## src/rtl/fsd_pkg.sv

```systemverilog
package fsd_pkg;

    localparam int SEL_W = 4;

    localparam logic [SEL_W-1:0] SEL_CONT   = 4'd0;
    localparam logic [SEL_W-1:0] SEL_PEER   = 4'd1;
    localparam logic [SEL_W-1:0] SEL_LOW    = 4'd2;
    localparam logic [SEL_W-1:0] SEL_HIGH   = 4'd3;
    localparam logic [SEL_W-1:0] SEL_FALL   = 4'd4;
    localparam logic [SEL_W-1:0] SEL_RISE   = 4'd5;
    localparam logic [SEL_W-1:0] SEL_CHANGE = 4'd6;
    localparam logic [SEL_W-1:0] SEL_TOGGLE = 4'd7;
    localparam logic [SEL_W-1:0] SEL_CMP0   = 4'd8;

    typedef enum logic [1:0] {
        ST_IDLE = 2'd0,
        ST_WAIT = 2'd1,
        ST_XFER = 2'd2
    } fsd_state_e;

    typedef struct packed {
        logic level;
        logic rise;
        logic fall;
        logic toggled;
        logic changed;
    } fsd_sync_ev_t;

    function automatic logic is_sync_code(input logic [SEL_W-1:0] code);
        return (code >= SEL_LOW) && (code <= SEL_TOGGLE);
    endfunction

endpackage

```

## src/rtl/fsd_sync_watch.sv

```systemverilog
module fsd_sync_watch
    import fsd_pkg::*;
(
    input  logic         clk,
    input  logic         rst,
    input  logic         sync_in,
    input  logic         ref_load,
    output fsd_sync_ev_t ev
);
    logic sync_q;
    logic ref_lvl;

    always_ff @(posedge clk) begin
        if (rst) begin
            sync_q  <= 1'b0;
            ref_lvl <= 1'b0;
        end else begin
            sync_q <= sync_in;
            if (ref_load) begin
                ref_lvl <= sync_in;
            end
        end
    end

    always_comb begin
        ev.level   = sync_in;
        ev.rise    = sync_in & ~sync_q;
        ev.fall    = ~sync_in & sync_q;
        ev.toggled = sync_in ^ sync_q;
        ev.changed = sync_in ^ ref_lvl;
    end
endmodule

```

## src/rtl/fsd_trigger_sel.sv

```systemverilog
module fsd_trigger_sel
    import fsd_pkg::*;
#(
    parameter bit TX_MODE = 1'b0
) (
    input  logic             clk,
    input  logic             rst,
    input  logic             enable,
    input  logic             armed,
    input  logic [SEL_W-1:0] start_sel,
    input  logic             stop_sel,
    input  fsd_sync_ev_t     ev,
    input  logic             peer_start,
    input  logic             hold_written,
    input  logic             cmp0_match,
    input  logic             cmp1_match,
    output logic             fire,
    output logic             sync_hit
);
    localparam bit CHAIN_OK = !TX_MODE;

    logic word_pending;
    logic chain;
    logic cont_ok;
    logic src_hit;
    logic chain_go;
    logic chain_set;

    assign cont_ok = TX_MODE ? word_pending : 1'b1;

    always_comb begin
        unique case (start_sel)
            SEL_CONT:   src_hit = cont_ok;
            SEL_PEER:   src_hit = peer_start;
            SEL_LOW:    src_hit = ~ev.level;
            SEL_HIGH:   src_hit = ev.level;
            SEL_FALL:   src_hit = ev.fall;
            SEL_RISE:   src_hit = ev.rise;
            SEL_CHANGE: src_hit = ev.changed;
            SEL_TOGGLE: src_hit = ev.toggled;
            SEL_CMP0:   src_hit = cmp0_match;
            default:    src_hit = 1'b0;
        endcase
    end

    assign chain_go  = chain & ~cmp1_match;
    assign fire      = enable & armed & (src_hit | chain_go);
    assign sync_hit  = enable & armed & src_hit & is_sync_code(start_sel);
    assign chain_set = CHAIN_OK & stop_sel & fire & (start_sel == SEL_CMP0);

    always_ff @(posedge clk) begin
        if (rst) begin
            word_pending <= 1'b0;
            chain        <= 1'b0;
        end else begin
            word_pending <= (word_pending & ~(fire & (start_sel == SEL_CONT)))
                            | hold_written;
            if (!enable || cmp1_match) begin
                chain <= 1'b0;
            end else if (chain_set) begin
                chain <= 1'b1;
            end
        end
    end
endmodule

```

## src/rtl/fsd_start_timer.sv

```systemverilog
module fsd_start_timer
    import fsd_pkg::*;
#(
    parameter int DLY_W = 8
) (
    input  logic             clk,
    input  logic             rst,
    input  logic             enable,
    input  logic             fire,
    input  logic [DLY_W-1:0] start_delay,
    input  logic             bit_tick,
    input  logic             xfer_done,
    output logic             armed,
    output logic             start_pulse,
    output logic             busy
);
    fsd_state_e       state;
    logic [DLY_W-1:0] remain;

    always_ff @(posedge clk) begin
        if (rst || !enable) begin
            state       <= ST_IDLE;
            remain      <= '0;
            start_pulse <= 1'b0;
        end else begin
            start_pulse <= 1'b0;
            unique case (state)
                ST_IDLE: begin
                    if (fire) begin
                        state  <= ST_WAIT;
                        remain <= start_delay;
                    end
                end
                ST_WAIT: begin
                    if (bit_tick) begin
                        if (remain == '0) begin
                            state       <= ST_XFER;
                            start_pulse <= 1'b1;
                        end else begin
                            remain <= remain - 1'b1;
                        end
                    end
                end
                ST_XFER: begin
                    if (xfer_done) begin
                        state <= ST_IDLE;
                    end
                end
                default: state <= ST_IDLE;
            endcase
        end
    end

    assign armed = (state == ST_IDLE);
    assign busy  = (state == ST_XFER);
endmodule

```

## src/rtl/frame_start_detect.sv

```systemverilog
module frame_start_detect
    import fsd_pkg::*;
#(
    parameter int DLY_W   = 8,
    parameter bit TX_MODE = 1'b0
) (
    input  logic             clk,
    input  logic             rst,
    input  logic             enable,
    input  logic             bit_tick,
    input  logic             sync_in,
    input  logic [3:0]       start_sel,
    input  logic [DLY_W-1:0] start_delay,
    input  logic             stop_sel,
    input  logic             peer_start,
    input  logic             hold_written,
    input  logic             cmp0_match,
    input  logic             cmp1_match,
    input  logic             xfer_done,
    output logic             start_pulse,
    output logic             sync_flag,
    output logic             busy
);
    fsd_sync_ev_t ev;
    logic         fire;
    logic         sync_hit;
    logic         armed;

    fsd_sync_watch u_watch (
        .clk      (clk),
        .rst      (rst),
        .sync_in  (sync_in),
        .ref_load (fire),
        .ev       (ev)
    );

    fsd_trigger_sel #(.TX_MODE(TX_MODE)) u_trig (
        .clk          (clk),
        .rst          (rst),
        .enable       (enable),
        .armed        (armed),
        .start_sel    (start_sel),
        .stop_sel     (stop_sel),
        .ev           (ev),
        .peer_start   (peer_start),
        .hold_written (hold_written),
        .cmp0_match   (cmp0_match),
        .cmp1_match   (cmp1_match),
        .fire         (fire),
        .sync_hit     (sync_hit)
    );

    fsd_start_timer #(.DLY_W(DLY_W)) u_timer (
        .clk         (clk),
        .rst         (rst),
        .enable      (enable),
        .fire        (fire),
        .start_delay (start_delay),
        .bit_tick    (bit_tick),
        .xfer_done   (xfer_done),
        .armed       (armed),
        .start_pulse (start_pulse),
        .busy        (busy)
    );

    always_ff @(posedge clk) begin
        if (rst) begin
            sync_flag <= 1'b0;
        end else begin
            sync_flag <= sync_hit;
        end
    end
endmodule

```

## config.mk

```make
export PLATFORM = sky130hd
export DESIGN_NAME = frame_start_detect
export DESIGN_NICKNAME = d
export VERILOG_FILES = /design/src/rtl/fsd_pkg.sv /design/src/rtl/fsd_sync_watch.sv /design/src/rtl/fsd_trigger_sel.sv /design/src/rtl/fsd_start_timer.sv /design/src/rtl/frame_start_detect.sv
export SDC_FILE = /design/constraint.sdc
export NUM_CORES = 1
export LEC_CHECK = 0
export BUFFER_PORTS_ARGS = -buffer_cell sky130_fd_sc_hd__buf_2
export CORE_UTILIZATION = 47
export DETAILED_ROUTE_END_ITERATION = 10
export GPL_ROUTABILITY_DRIVEN = 1
export GPL_TIMING_DRIVEN = 0
export PLACE_DENSITY_LB_ADDON = 0.15
export SYNTH_ARGS = -nofsm -noshare
export SYNTH_HDL_FRONTEND = slang
export SYNTH_HIERARCHICAL = 1
export SYNTH_SLANG_ARGS = --single-unit
```

## constraint.sdc

```tcl
create_clock -name clk -period 2.1 [get_ports clk]
set_input_delay 0.42 -clock clk [delete_from_list [all_inputs] [get_ports clk]]
set_output_delay 0.42 -clock clk [all_outputs]
set_load 0.1 [all_outputs]
```

==> flow_metrics.env <==
export IMPL_ir_drop_v=0.000391
export IMPL_combPwrFrac_pct=25.4
export IMPL_place_inst=174
export IMPL_nNetsFinal=181
export IMPL_detail_route_antenna_nets=0
export IMPL_io_pins=26
export IMPL_clk_pin_slew_worst_paths_ps=90
export IMPL_p_per_area_nw_per_um2=484
export IMPL_required_ps=2280
export IMPL_ff2ff_path_depth=9
export IMPL_grt_pass1_vias=961
export IMPL_synthTopCellsByArea="dfxtp_1 28%, ha_1 4.7%, nand2_1 4.2%, o22ai_1 3.5%, nor2b_1 2.9%"
export IMPL_numCtsBuffers=3
export IMPL_cts_root_buf="clkbuf_4"
export IMPL_synth_top_area_share_pct=28.1
export IMPL_die_area_um2=2470
export IMPL_h_tree_depth=1
export IMPL_syn2layout_area_growth_pct=19.1
export IMPL_diodes=0
export IMPL_syn_area_um2=1070
export IMPL_slew_headroom_pct=61.6
export IMPL_seqPwrFrac_pct=48.6
export IMPL_clkPwrFrac_pct=26.0
export IMPL_cts_buffer_depth=2
export IMPL_fin_crit_ps=1960
export IMPL_hp_class="in2reg"
export IMPL_cts_tree="done"
export IMPL_final_setup_worst_slack_ps=141
export IMPL_synth_top_flop_cell="dfxtp_1"
export IMPL_wl_per_cell_um=13.2
export IMPL_syn_inst=124
export IMPL_clock_fmax_ghz=0.511
export IMPL_timing_final_crit_share_pct=93.3
export IMPL_io_buffers=23
export IMPL_hold_viol_final=0
export IMPL_place_ws_ps=-328
export IMPL_status="completed"
export IMPL_critPathArrivalTime_ps=2140
export IMPL_setup_viol=0
export IMPL_crit_fanout=8
export IMPL_first_iter_violations=30
export IMPL_leakagePower_nw=0.558
export IMPL_worstSkewPairLatency_ps=280
export IMPL_grt_usage_pct=22.1
export IMPL_wl_um=2370
export IMPL_instances_no_fill=180
export IMPL_maxCapViolations=0
export IMPL_cts_hold_buf=0
export IMPL_async_flop_share_pct=0
export IMPL_crit_path_start="sync_in"
export IMPL_regToRegEndpoint="u_timer/remain[5]"
export IMPL_antenna_found_initial=0
export IMPL_drc=0
export IMPL_critPathKind="in2reg"
export IMPL_vias=1034
export IMPL_total_power_uw=615
export IMPL_regToRegSetupSlack_ps=170
export IMPL_synth_nets=151
export IMPL_rr_startpoint="u_watch/sync_q"
export IMPL_syn_area_per_cell_um2=8.61
export IMPL_cts_num_sinks=15
export IMPL_start_util_pct=52.3
export IMPL_placed_cell_area_um2=1230
export IMPL_place_hpwl_um=1830
export IMPL_grt_pass1_wl_um=4240
export IMPL_place_gp_congestion=0.830
export IMPL_drt_pass1_iterations=4
export IMPL_crit_end="u_timer/remain[5]"
export IMPL_skew_ps=4.76
export IMPL_drive_gt1_share_pct=30.7
export IMPL_grt_start_max_net_pins=11
export IMPL_grt_overflow_total=0
export IMPL_tightest_slew_ps=576
export IMPL_layout_cells_most_common="buf_2"
export IMPL_yosysSeqAreaShare_pct=28.1
export IMPL_synth_largest_area_cell="dfxtp_1"
export IMPL_setup_tns_ps=0
export IMPL_final_cell_mix="24 x buf_2, 15 x dfxtp_1, 12 x nand2_1"
export IMPL_p_int_uw=434
export IMPL_ys_types=53
export IMPL_yosys_register_bits=15
export IMPL_crit_path_end_kind="register"
export IMPL_core_area_um2=2040
export IMPL_utilization_pct=62.3
export IMPL_hold_start="cmp1_match"
export IMPL_p_sw_uw=181
export IMPL_hold_worst_slack_ps=312
export IMPL_std_cell_rows=16
export IMPL_slew_violations=0
export IMPL_swShare_pct=29.4
export IMPL_final_area_um2=1270
export IMPL_synth_edff_count=0
export IMPL_routed_via_density=5.74
export IMPL_fp_dieW_um=49.7
export IMPL_die_h_um=49.7
export IMPL_yosysWarnings=6
export IMPL_cp_start_kind="input pin"
routing by layer:
metal | part of all wire (%) | vias up | global-route usage (%) | wire length [um]
li1 | - | 528 | - | -
met1 | 48 | 474 | 29.1 | 1140
met2 | 45 | 32 | 36.9 | 1070
met3 | 6.7 | 0 | 6.48 | 160
met4 | 0 | 0 | 1.43 | 0
met5 | 0 | - | 0 | 0
synthesized netlist by cell type, types with 2 or more instances:
cell type	number
o21ai_1	2
nor2_1	7
o22ai_1	6
a21oi_1	5
or4_1	2
nand2_1	12
a32o_2	2
nor3_1	3
nor2b_1	5
dfxtp_1	15
o21ai_0	3
buf_1	2
a221oi_1	2
and2_1	4
nor4_1	2
nand2b_1	2
inv_1	7
mux2i_1	3
ha_1	4
a32o_1	3
flip-flops by register name (all words and copies together), names as in the netlist:
name                 count
u_timer/remain           8
u_watch/sync_q           1
u_timer/state            2
u_watch/ref_lvl          1
sync_flag                1
u_timer/start_pulse      1
u_trig/chain             1
power groups by stage:
stage / sequential (mW) / clock, mW / combinational (mW)
after floorplan: 0.310 / 0 / 0.0973
after global placement: 0.306 / 0 / 0.146
after detailed placement: 0.306 / 0 / 0.150
after CTS: 0.299 / 0.170 / 0.152
after global routing: 0.300 / 0.180 / 0.174
final: 0.299 / 0.160 / 0.156
how the worst min path moves through the flow:
| stage | cells past startpoint | to | slack, ps |
|---|---|---|---|
| after floorplan | 1 | u_timer/remain[7] | 470 |
| after global placement | 1 | u_timer/remain[7] | 490 |
| after detailed placement | 1 | u_timer/remain[7] | 490 |
| after CTS | 2 | u_trig/chain | 300 |
| after global routing | 2 | u_trig/chain | 310 |
| final | 2 | u_trig/chain | 310 |
layout make-up:
| type | instances | area, um2 |
|---|---|---|
| buffer | 6 | 38.8 |
| multi-input combinational | 96 | 714 |
| sequential | 15 | 300 |
| fill | 200 | 771 |
| timing repair buffer | 25 | 130 |
| inverter | 7 | 26.3 |
| clock buffer | 3 | 22.5 |
| clock inverter | 1 | 5.00 |
| tap | 27 | 33.8 |
critical path, cell delays in order:
cell and delay (ps):
buf_2 130, inv_1 60, ha_1 280, inv_1 50, mux2i_1 70, a221o_1 350, o22ai_2 120, and2_1 140
buf_4 150, o21ai_0 80, a32o_2 280
kinds of logic after synthesis:
logic type	after synthesis	synth area share [%]
compound gates	35	25.0
xor+xnor	1	0.821
fa+ha+maj	4	4.69
buf+inv	13	5.74
flops	15	28.1
mux	3	2.81
simple gates	53	32.8
what timing repair did:
item,CTS,global route
resized for setup,0,2
pin swaps,0,1
setup buffers,1,1
setup endpoints to repair,1,8
Power figures use the tool's default switching activity.
